$ cat config.mk
export PLATFORM = sky130hd
export DESIGN_NAME = atomic_mem_unit
export DESIGN_NICKNAME = d
export VERILOG_FILES = /design/src/rtl/amu_pkg.sv /design/src/rtl/amu_arbiter.sv /design/src/rtl/amu_resv.sv /design/src/rtl/amu_store.sv /design/src/rtl/atomic_mem_unit.sv
export SDC_FILE = /design/constraint.sdc
export NUM_CORES = 1
export LEC_CHECK = 0
export ABC_CLOCK_PERIOD_IN_PS = 6100
export CAP_MARGIN = 20
export CORE_MARGIN = 1.5
export CORE_UTILIZATION = 50
export CTS_BUF_LIST = sky130_fd_sc_hd__clkbuf_2 sky130_fd_sc_hd__clkbuf_4 sky130_fd_sc_hd__clkbuf_8
export DETAILED_ROUTE_END_ITERATION = 6
export PLACE_DENSITY = 0.79
export SYNTH_ARGS = -nofsm -noshare
export SYNTH_HDL_FRONTEND = slang
export SYNTH_SLANG_ARGS = --single-unit
$ cat constraint.sdc
create_clock -name clk -period 6.1 [get_ports clk]
set_input_delay 1.22 -clock clk [delete_from_list [all_inputs] [get_ports clk]]
set_output_delay 1.22 -clock clk [all_outputs]
set_load 0.02 [all_outputs]
$ cat src/rtl/amu_pkg.sv
package amu_pkg;

    localparam int OP_W = 3;

    typedef enum logic [OP_W-1:0] {
        OP_READ  = 3'd0,
        OP_WRITE = 3'd1,
        OP_XCHG  = 3'd2,
        OP_CMPX  = 3'd3,
        OP_RSV   = 3'd4,
        OP_CST   = 3'd5
    } amu_op_e;

    // outcome of one granted operation
    typedef struct packed {
        logic wr;
        logic ok;
    } amu_act_t;

    function automatic amu_act_t decide(input logic [OP_W-1:0] op,
                                        input logic            cmp_eq,
                                        input logic            rsv_hit);
        amu_act_t a;
        unique case (op)
            OP_WRITE, OP_XCHG: begin a.wr = 1'b1;    a.ok = 1'b1;    end
            OP_CMPX:           begin a.wr = cmp_eq;  a.ok = cmp_eq;  end
            OP_CST:            begin a.wr = rsv_hit; a.ok = rsv_hit; end
            default:           begin a.wr = 1'b0;    a.ok = 1'b1;    end
        endcase
        return a;
    endfunction

endpackage

$ cat src/rtl/amu_arbiter.sv
module amu_arbiter #(
    parameter  int N_REQ = 4,
    localparam int IDW   = (N_REQ > 1) ? $clog2(N_REQ) : 1
) (
    input  logic             clk,
    input  logic             rst,
    input  logic [N_REQ-1:0] req,
    output logic [N_REQ-1:0] gnt,
    output logic [IDW-1:0]   gnt_id,
    output logic             any
);
    always_comb begin
        gnt    = '0;
        gnt_id = '0;
        any    = 1'b0;
        for (int i = N_REQ - 1; i >= 0; i--) begin
            if (req[i]) begin
                gnt    = '0;
                gnt[i] = 1'b1;
                gnt_id = IDW'(i);
                any    = 1'b1;
            end
        end
    end

    assert_gnt_onehot_R1: assert property (@(posedge clk) disable iff (rst)
        $onehot0(gnt) && ((gnt & ~req) == '0));

    assert_gnt_when_req_R1: assert property (@(posedge clk) disable iff (rst)
        (|req) |-> (|gnt));
endmodule

$ cat src/rtl/amu_resv.sv
module amu_resv
    import amu_pkg::*;
#(
    parameter  int N_REQ  = 4,
    parameter  int ADDR_W = 4,
    localparam int IDW    = (N_REQ > 1) ? $clog2(N_REQ) : 1
) (
    input  logic              clk,
    input  logic              rst,
    input  logic              go,
    input  logic [IDW-1:0]    gid,
    input  logic [OP_W-1:0]   op,
    input  logic [ADDR_W-1:0] addr,
    input  logic              wr_done,
    input  logic [N_REQ-1:0]  ctx_sw,
    output logic              rsv_hit
);
    logic [N_REQ-1:0]             rv, rv_n;
    logic [N_REQ-1:0][ADDR_W-1:0] ra, ra_n;

    assign rsv_hit = rv[gid] && (ra[gid] == addr);

    always_comb begin
        rv_n = rv;
        ra_n = ra;
        for (int i = 0; i < N_REQ; i++) begin
            if (go && (gid == IDW'(i))) begin
                if (op == OP_RSV) begin
                    rv_n[i] = 1'b1;
                    ra_n[i] = addr;
                end else begin
                    rv_n[i] = 1'b0;
                end
            end else if (wr_done && rv[i] && (ra[i] == addr)) begin
                rv_n[i] = 1'b0;
            end
            if (ctx_sw[i]) rv_n[i] = 1'b0;
        end
    end

    always_ff @(posedge clk) begin
        if (rst) begin
            rv <= '0;
            ra <= '0;
        end else begin
            rv <= rv_n;
            ra <= ra_n;
        end
    end

    assert_reset_clear_R8: assert property (@(posedge clk) disable iff (rst)
        $past(rst) |-> (rv == '0));

    assert_cst_drops_own_R12: assert property (@(posedge clk) disable iff (rst)
        (go && op == OP_CST) |=> !rv[$past(gid)]);

    for (genvar g = 0; g < N_REQ; g++) begin : g_chk
        assert_ctx_clear_R10: assert property (@(posedge clk) disable iff (rst)
            ctx_sw[g] |=> !rv[g]);
    end
endmodule

$ cat src/rtl/amu_store.sv
module amu_store
    import amu_pkg::*;
#(
    parameter  int ADDR_W = 4,
    parameter  int DATA_W = 16,
    localparam int DEPTH  = 1 << ADDR_W
) (
    input  logic              clk,
    input  logic              rst,
    input  logic              go,
    input  logic [OP_W-1:0]   op,
    input  logic [ADDR_W-1:0] addr,
    input  logic [DATA_W-1:0] cmp,
    input  logic [DATA_W-1:0] wval,
    input  logic              rsv_hit,
    output logic [DATA_W-1:0] word,
    output logic              wr_done,
    output logic              ok
);
    logic [DEPTH-1:0][DATA_W-1:0] mem;
    amu_act_t act;

    assign word    = mem[addr];
    assign act     = decide(op, word == cmp, rsv_hit);
    assign wr_done = go && act.wr;
    assign ok      = act.ok;

    always_ff @(posedge clk) begin
        if (rst) mem <= '0;
        else if (wr_done) mem[addr] <= wval;
    end

    assert_cmpx_miss_keeps_R6: assert property (@(posedge clk) disable iff (rst)
        (go && op == OP_CMPX && word != cmp) |=> (mem[$past(addr)] == $past(word)));

    assert_xchg_stores_R4: assert property (@(posedge clk) disable iff (rst)
        (go && op == OP_XCHG) |=> (mem[$past(addr)] == $past(wval)));

    assert_cst_fail_keeps_R8: assert property (@(posedge clk) disable iff (rst)
        (go && op == OP_CST && !rsv_hit) |=> (mem[$past(addr)] == $past(word)));
endmodule

$ cat src/rtl/atomic_mem_unit.sv
module atomic_mem_unit
    import amu_pkg::*;
#(
    parameter  int N_REQ  = 4,
    parameter  int ADDR_W = 4,
    parameter  int DATA_W = 16,
    localparam int IDW    = (N_REQ > 1) ? $clog2(N_REQ) : 1
) (
    input  logic                     clk,
    input  logic                     rst,
    input  logic [N_REQ-1:0]         req_vld,
    input  logic [OP_W*N_REQ-1:0]    req_op,
    input  logic [ADDR_W*N_REQ-1:0]  req_addr,
    input  logic [DATA_W*N_REQ-1:0]  req_cmp,
    input  logic [DATA_W*N_REQ-1:0]  req_new,
    input  logic [N_REQ-1:0]         ctx_sw,
    output logic [N_REQ-1:0]         gnt,
    output logic                     rsp_vld,
    output logic [IDW-1:0]           rsp_id,
    output logic [DATA_W-1:0]        rsp_data,
    output logic                     rsp_ok
);
    logic              any;
    logic [IDW-1:0]    gid;
    logic [OP_W-1:0]   s_op;
    logic [ADDR_W-1:0] s_addr;
    logic [DATA_W-1:0] s_cmp, s_new, word;
    logic              rsv_hit, wr_done, ok;

    assign s_op   = req_op[gid*OP_W +: OP_W];
    assign s_addr = req_addr[gid*ADDR_W +: ADDR_W];
    assign s_cmp  = req_cmp[gid*DATA_W +: DATA_W];
    assign s_new  = req_new[gid*DATA_W +: DATA_W];

    amu_arbiter #(.N_REQ(N_REQ)) u_arb (
        .clk(clk), .rst(rst), .req(req_vld), .gnt(gnt), .gnt_id(gid), .any(any)
    );

    amu_resv #(.N_REQ(N_REQ), .ADDR_W(ADDR_W)) u_resv (
        .clk(clk), .rst(rst), .go(any), .gid(gid), .op(s_op), .addr(s_addr),
        .wr_done(wr_done), .ctx_sw(ctx_sw), .rsv_hit(rsv_hit)
    );

    amu_store #(.ADDR_W(ADDR_W), .DATA_W(DATA_W)) u_store (
        .clk(clk), .rst(rst), .go(any), .op(s_op), .addr(s_addr), .cmp(s_cmp),
        .wval(s_new), .rsv_hit(rsv_hit), .word(word), .wr_done(wr_done), .ok(ok)
    );

    always_ff @(posedge clk) begin
        if (rst) begin
            rsp_vld  <= 1'b0;
            rsp_id   <= '0;
            rsp_data <= '0;
            rsp_ok   <= 1'b0;
        end else begin
            rsp_vld  <= any;
            rsp_id   <= gid;
            rsp_data <= word;
            rsp_ok   <= ok;
        end
    end

    assert_rsp_follows_R2: assert property (@(posedge clk) disable iff (rst)
        (|req_vld) |=> (rsp_vld && rsp_id == $past(gid)));

    assert_no_rsp_idle_R2: assert property (@(posedge clk) disable iff (rst)
        !(|req_vld) |=> !rsp_vld);
endmodule

# Yosys cells after proc, flatten, opt, wreduce, memory -nomap -nowiden
# Cells that the tools add are included.
[classes]
multipliers = 1
magnitude_cmp = 3
eq_ne = 14
shifts = 4
muxes = 31
n_reduce_logical = 29
[op_table]
columns = ["cell", "n"]
rows = [
  ["$bwmux 256", 1],
  ["$shiftx 64x7->16", 2],
  ["$bmux 16 s4", 1],
  ["$demux 16 s4", 1],
  ["$mux 16", 2],
  ["$eq 4x4->1", 5],
  ["$mux 4", 5],
  ["$eq 16x16->1", 1],
  ["$shiftx 16x5->4", 1],
  ["$logic_and 1x1->1", 15],
  ["$mux 1", 14],
  ["$shiftx 12x5->3", 1],
  ["$reduce_or 2->1", 5],
  ["$bmux 4 s2", 1],
  ["$mux 2", 4],
  ["$reduce_and 2->1", 4],
  ["$reduce_bool 2->1", 4],
  ["$eq 3x2->1 const B", 2],
  ["$eq 3x3->1 const B", 2],
  ["$pmux 2 s3", 1],
  ["$lt 4x5->1 const B", 1],
  ["$eq 2x2->1 const B", 2],
  ["$ge 4x1->1 const B", 1],
  ["$mul 2x2->4 const B", 1],
  ["other kinds (5)", 5],
]
[word_totals]
ff_bits = 296
out_inout_bits = 24

# Longest topological paths before layout
[logic_depth]
depth_word = 14
ltp_mapped = 19

# Cells and area by module
# A second synthesis with hierarchy kept.
[hier_totals]
hier_cells = 3133
hier_area_um2 = 22350.2
[by_module_without_submodules]
columns = ["module", "n_inst", "cells_per_inst", "area_per_inst_um2", "seq_area_each_um2"]
rows = [
  ["amu_store", 1, 2912, 19601.3, 5124.9],
  ["atomic_mem_unit", 1, 90, 1522.7, 400.4],
  ["amu_resv", 1, 120, 1164.9, 400.4],
  ["amu_arbiter", 1, 11, 61.3, 0.0],
]

# Least setup slack after synthesis
# OpenSTA, ideal clock, no wires.
[synth_timing]
path_kind = "in2reg"
start = "input port req_vld[2]"
end = "register u_store.mem[96] (netlist name)"
setup_ns = 0.072
arrival_time_ns = 5.039
required_ns = 6.028
path_slack_ns = 0.990
path_stages = 15
path_cell_list = "buf_2 -> nor4b_1 -> o21ai_1 -> nand2_2 -> mux2_2 -> o211a_1 -> o311ai_0 -> xnor2_1 -> o2111ai_1 -> or4_1 -> buf_4 -> buf_6 -> o21ai_4 -> buf_8 -> mux2i_1"
[synth_between]
elab_chain_len = 9
elab_cells_between_ends = 33
classes_between = "mul: 1; order compare: 2; eq/ne: 6; shift: 4; mux: 16; reduce/logical: 4"
[synth_rtl]
columns = ["element", "line", "text"]
rows = [
  ["start: declaration", "atomic_mem_unit.sv:11", "input logic [N_REQ-1:0] req_vld,"],
  ["$mux 2 (3 in a row)", "amu_arbiter.sv:17", "if (req[i]) begin"],
  ["$mul 2x2->4, or another cell as far along", "atomic_mem_unit.sv:30", "assign s_op = req_op[gid*OP_W +: OP_W];"],
  ["$shiftx 12x5->3, or another cell as far along", "atomic_mem_unit.sv:30", ""],
  ["$eq 3x1->1, or another cell as far along", "amu_pkg.sv:24", "unique case (op)"],
  ["$reduce_or 2->1, or another cell as far along", "amu_pkg.sv:24", ""],
  ["$pmux 2 s3 or $demux 16 s4 (tied branches)", "n/a", ""],
  ["$logic_and 1x1->1 or $bwmux 256 (tied branches)", "amu_store.sv:25, amu_store.sv:30", ""],
  ["end signal: indexed assignment", "amu_store.sv:30", "else if (wr_done) mem[addr] <= wval;"],
  ["end: declaration", "amu_store.sv:20", "logic [DEPTH-1:0][DATA_W-1:0] mem;"],
]
# Several ways; a longest one is shown, not always the timed one. The select of a mux whose other input is x is not followed.
# A chain may end at the register's enable or synchronous reset.

# Final worst setup path
[layout_timing]
start = "input port req_vld[0]"
end = "register u_store.mem[73] (netlist name)"
[layout_between]
elab_chain_len = 7
elab_cells_between_ends = 29
classes_between = "mul: 1; order compare: 2; eq/ne: 6; shift: 4; mux: 12; reduce/logical: 4"
[layout_rtl]
columns = ["element", "line"]
rows = [
  ["$mux 2", "amu_arbiter.sv:17"],
  ["$mul 2x2->4, or another cell as far along", "atomic_mem_unit.sv:30"],
  ["$shiftx 12x5->3, or another cell as far along", "atomic_mem_unit.sv:30"],
  ["$eq 3x1->1, or another cell as far along", "amu_pkg.sv:24"],
  ["$reduce_or 2->1, or another cell as far along", "amu_pkg.sv:24"],
  ["$pmux 2 s3 or $demux 16 s4 (tied branches)", "n/a"],
  ["$logic_and 1x1->1 or $bwmux 256 (tied branches)", "amu_store.sv:25, amu_store.sv:30"],
]
# Several ways; a longest one is shown, not always the timed one. The select of a mux whose other input is x is not followed.

==> impl_metrics.ini <==
[outcome]
status = finished, final reports clean

[timing]
worst_pin_slew_ps = 962
slew_viol_final = 0
finalHoldViolCount = 0
grt_setup_unrepaired = no
fmax_mhz = 174
timing.slew.headroom_pct = 35.4
setup_viol = 0
fin_skew_ps = 49.9
fin_setup_tns_ps = 0
period_share_pct = 94.0
finalCriticalPeriod_ps = 5740

[floorplan]
core_um2 = 31700
dieArea_um2 = 33400
start_util_pct = 50.9
pin_count = 190
rows = 65
die_x_um = 183
die_y_um = 183

[synth]
yosys-top-cells-area = dfxtp_1 (37%), mux2i_1 (19%), nand2b_1 (10%)
synthCells = 1629
netlist_area_um2 = 16200
synth.top_cell.area_share_pct = 36.7
yosys_warnings = 0
synth-edff-count = 0
synth-seq-cells = 296
ys_seq_area_share_pct = 36.7
synth_flop_cell = dfxtp_1
synthArstFlopShare_pct = 0
synth_cell_types = 84
mappedNetlistNets = 1795
yosysTopAreaCell = dfxtp_1
syn-mean-instance-area_um2 = 9.92

[grt]
grt_pass1_wl_um = 77300
grt-ovfl-total = 0
grt_use_total_pct = 29.5
grt_max_degree = 123
antenna_found_initial = 1
grt_pass1_vias = 13392

[run]
cap_violations = 0

[cts]
cts_buffers = 49
clk_latency_ps = 600
cts_tree = done
cts_root_buffer = clkbuf_8
post-cts-setup-buffers = 0
cts_resized = 0
clock_path_buffers = 3
cts_sinks = 296
hold_buffers = 0
h-tree-depth = 2
path_clk_slew_ps = 60

[drt]
wl_met1_um = 21300
dr.max_layer_used = met4
wire_per_inst_um = 22.3
ant_nets = 0
drc_errors = 0
routed_wl_um = 50500
dr_wl_met3_um = 4260
drt_iter0_markers = 1380
vias_per_cell = 6.04
dr.pass1.iters = 7
met2_length_um = 23200
vias = 13682

[critical_path]
cp.arrival_ps = 6210
critPathKind = input pin to flop
start_kind = input pin
crit_path_end_kind = flop
cp_max_fo = 17
worstPathRequired_ps = 6580

[pwr]
leakage_uw = 0.00695
peakVddDrop_v = 0.000153
p_per_area_nw_per_um2 = 237
switching_power_uw = 1330
netSwitchingFraction_pct = 28.2
intPower_uw = 3390
clkPwrFrac_pct = 39.5
p_comb_share_pct = 18.7
pwr-share-seq_pct = 41.8
power_uw = 4720

[placement]
io_buffers = 189
hpwl_um = 35200
gp_congestion = 0.915

[finish]
drive_gt1_share_pct = 17.5
nets = 1991
area_growth_pct = 23.4

[hold_path]
hold_path.class = flop to flop
metrics by stage:
stage          utilization [%]  instance area, um2  setup slack (ps)  hold slack, ps  std cells
3_5_place_dp              59.6               18900              -138             461       2175
3_3_place_gp              59.6               18900             -58.0             449       2175
5_1_grt                   62.9               19900               309             487       2264
4_1_cts                   62.8               19900               455             471       2262
2_1_floorplan                -               16200               990             437       1629
6_report                  62.9               19900               364             470       2264
registers in the layout, summed over array words and instances (netlist names):
signal,cells
u_store.mem,256
rsp_data,16
rsp_id,2
u_resv.ra,16
u_resv.rv,4
rsp_ok,1
rsp_vld,1
cell usage in the layout, fill, tap and decap left out, types with 35 or more instances in the layout:
master | Yosys | layout
buf_4 | 13 | 64
clkbuf_8 | 0 | 57
clkdlybuf4s50_1 | 0 | 188
dfxtp_1 | 296 | 296
mux2_2 | 58 | 58
mux2i_1 | 304 | 304
nand2_1 | 88 | 88
nand2b_1 | 264 | 264
nand3_1 | 35 | 35
nor2_1 | 35 | 35
Yosys cell counts (10+ instances only):
| library cell | number |
|---|---|
| mux2_2 | 58 |
| nand3_1 | 35 |
| o21ai_0 | 30 |
| nand2b_1 | 264 |
| nor3b_1 | 13 |
| inv_1 | 11 |
| nor2b_1 | 17 |
| mux4_2 | 10 |
| a21oi_1 | 34 |
| nand2_1 | 88 |
| buf_4 | 13 |
| clkbuf_1 | 83 |
| a222oi_1 | 29 |
| xnor2_1 | 31 |
| o22ai_1 | 21 |
| buf_6 | 11 |
| nor2_1 | 35 |
| dfxtp_1 | 296 |
| buf_2 | 19 |
| or2_2 | 18 |
| mux2i_1 | 304 |
| nor3_1 | 11 |
| a211oi_1 | 12 |
| and2_1 | 11 |
routing by layer:
layer  GRT usage, %  vias up
met5              0        -
met2           47.6      684
met4           12.7        0
li1               -     6207
met1           38.7     6678
met3           5.28      113
worst paths after layout:
kind	startpoint	endpoint	slack, ps	depth (start not counted)
max	req_vld[0]	u_store.mem[73]$_SDFFE_PP0P_	360	15
min	u_store.mem[135]$_SDFFE_PP0P_	u_store.mem[135]$_SDFFE_PP0P_	470	2
max reg2reg	u_store.mem[162]$_SDFFE_PP0P_	u_store.mem[73]$_SDFFE_PP0P_	2660	10
min reg2reg	u_store.mem[135]$_SDFFE_PP0P_	u_store.mem[135]$_SDFFE_PP0P_	470	2
cell type report:
class / count / area [um2]
Tap cell: 402 / 503
Clock inverter: 8 / 87.6
Timing Repair Buffer: 286 / 3030
Inverter: 13 / 48.8
Fill cell: 2543 / 11800
Clock buffer: 79 / 950
Multi-Input combinational cell: 1179 / 9390
Antenna cell: 1 / 2.50
Sequential cell: 296 / 5930
worst max-delay path: stages:
cell,delay (ps)
clkdlybuf4s50_1,480
or4b_1,720
o221ai_4,260
or2_2,310
buf_4,190
mux2i_1,330
a211oi_1,130
nor4_1,620
nand2_1,290
xnor2_1,190
or4_1,590
buf_12,210
o21ai_4,190
buf_12,210
mux2i_1,230
power by group through the flow:
stage | registers [uW] | clock network, uW | logic (uW)
2_1_floorplan | 2030 | 0 | 490
3_3_place_gp | 2010 | 0 | 851
3_5_place_dp | 2010 | 0 | 859
4_1_cts | 1970 | 1870 | 863
5_1_grt | 1970 | 1960 | 919
6_report | 1970 | 1870 | 881
logic make-up (layout without fill, tap and decap cells):
group | after synthesis | count (layout) | share of synthesized area (%)
and+or+nand+nor | 551 | 551 | 20.3
AOI/OAI and AO/OA | 221 | 221 | 11.5
xor gates and xnor gates | 34 | 34 | 1.84
other | 0 | 1 | 0
buffers and inverters | 154 | 386 | 5.37
DFF | 296 | 296 | 36.7
muxes | 373 | 373 | 24.3
(Power assumes the default switching activity.)
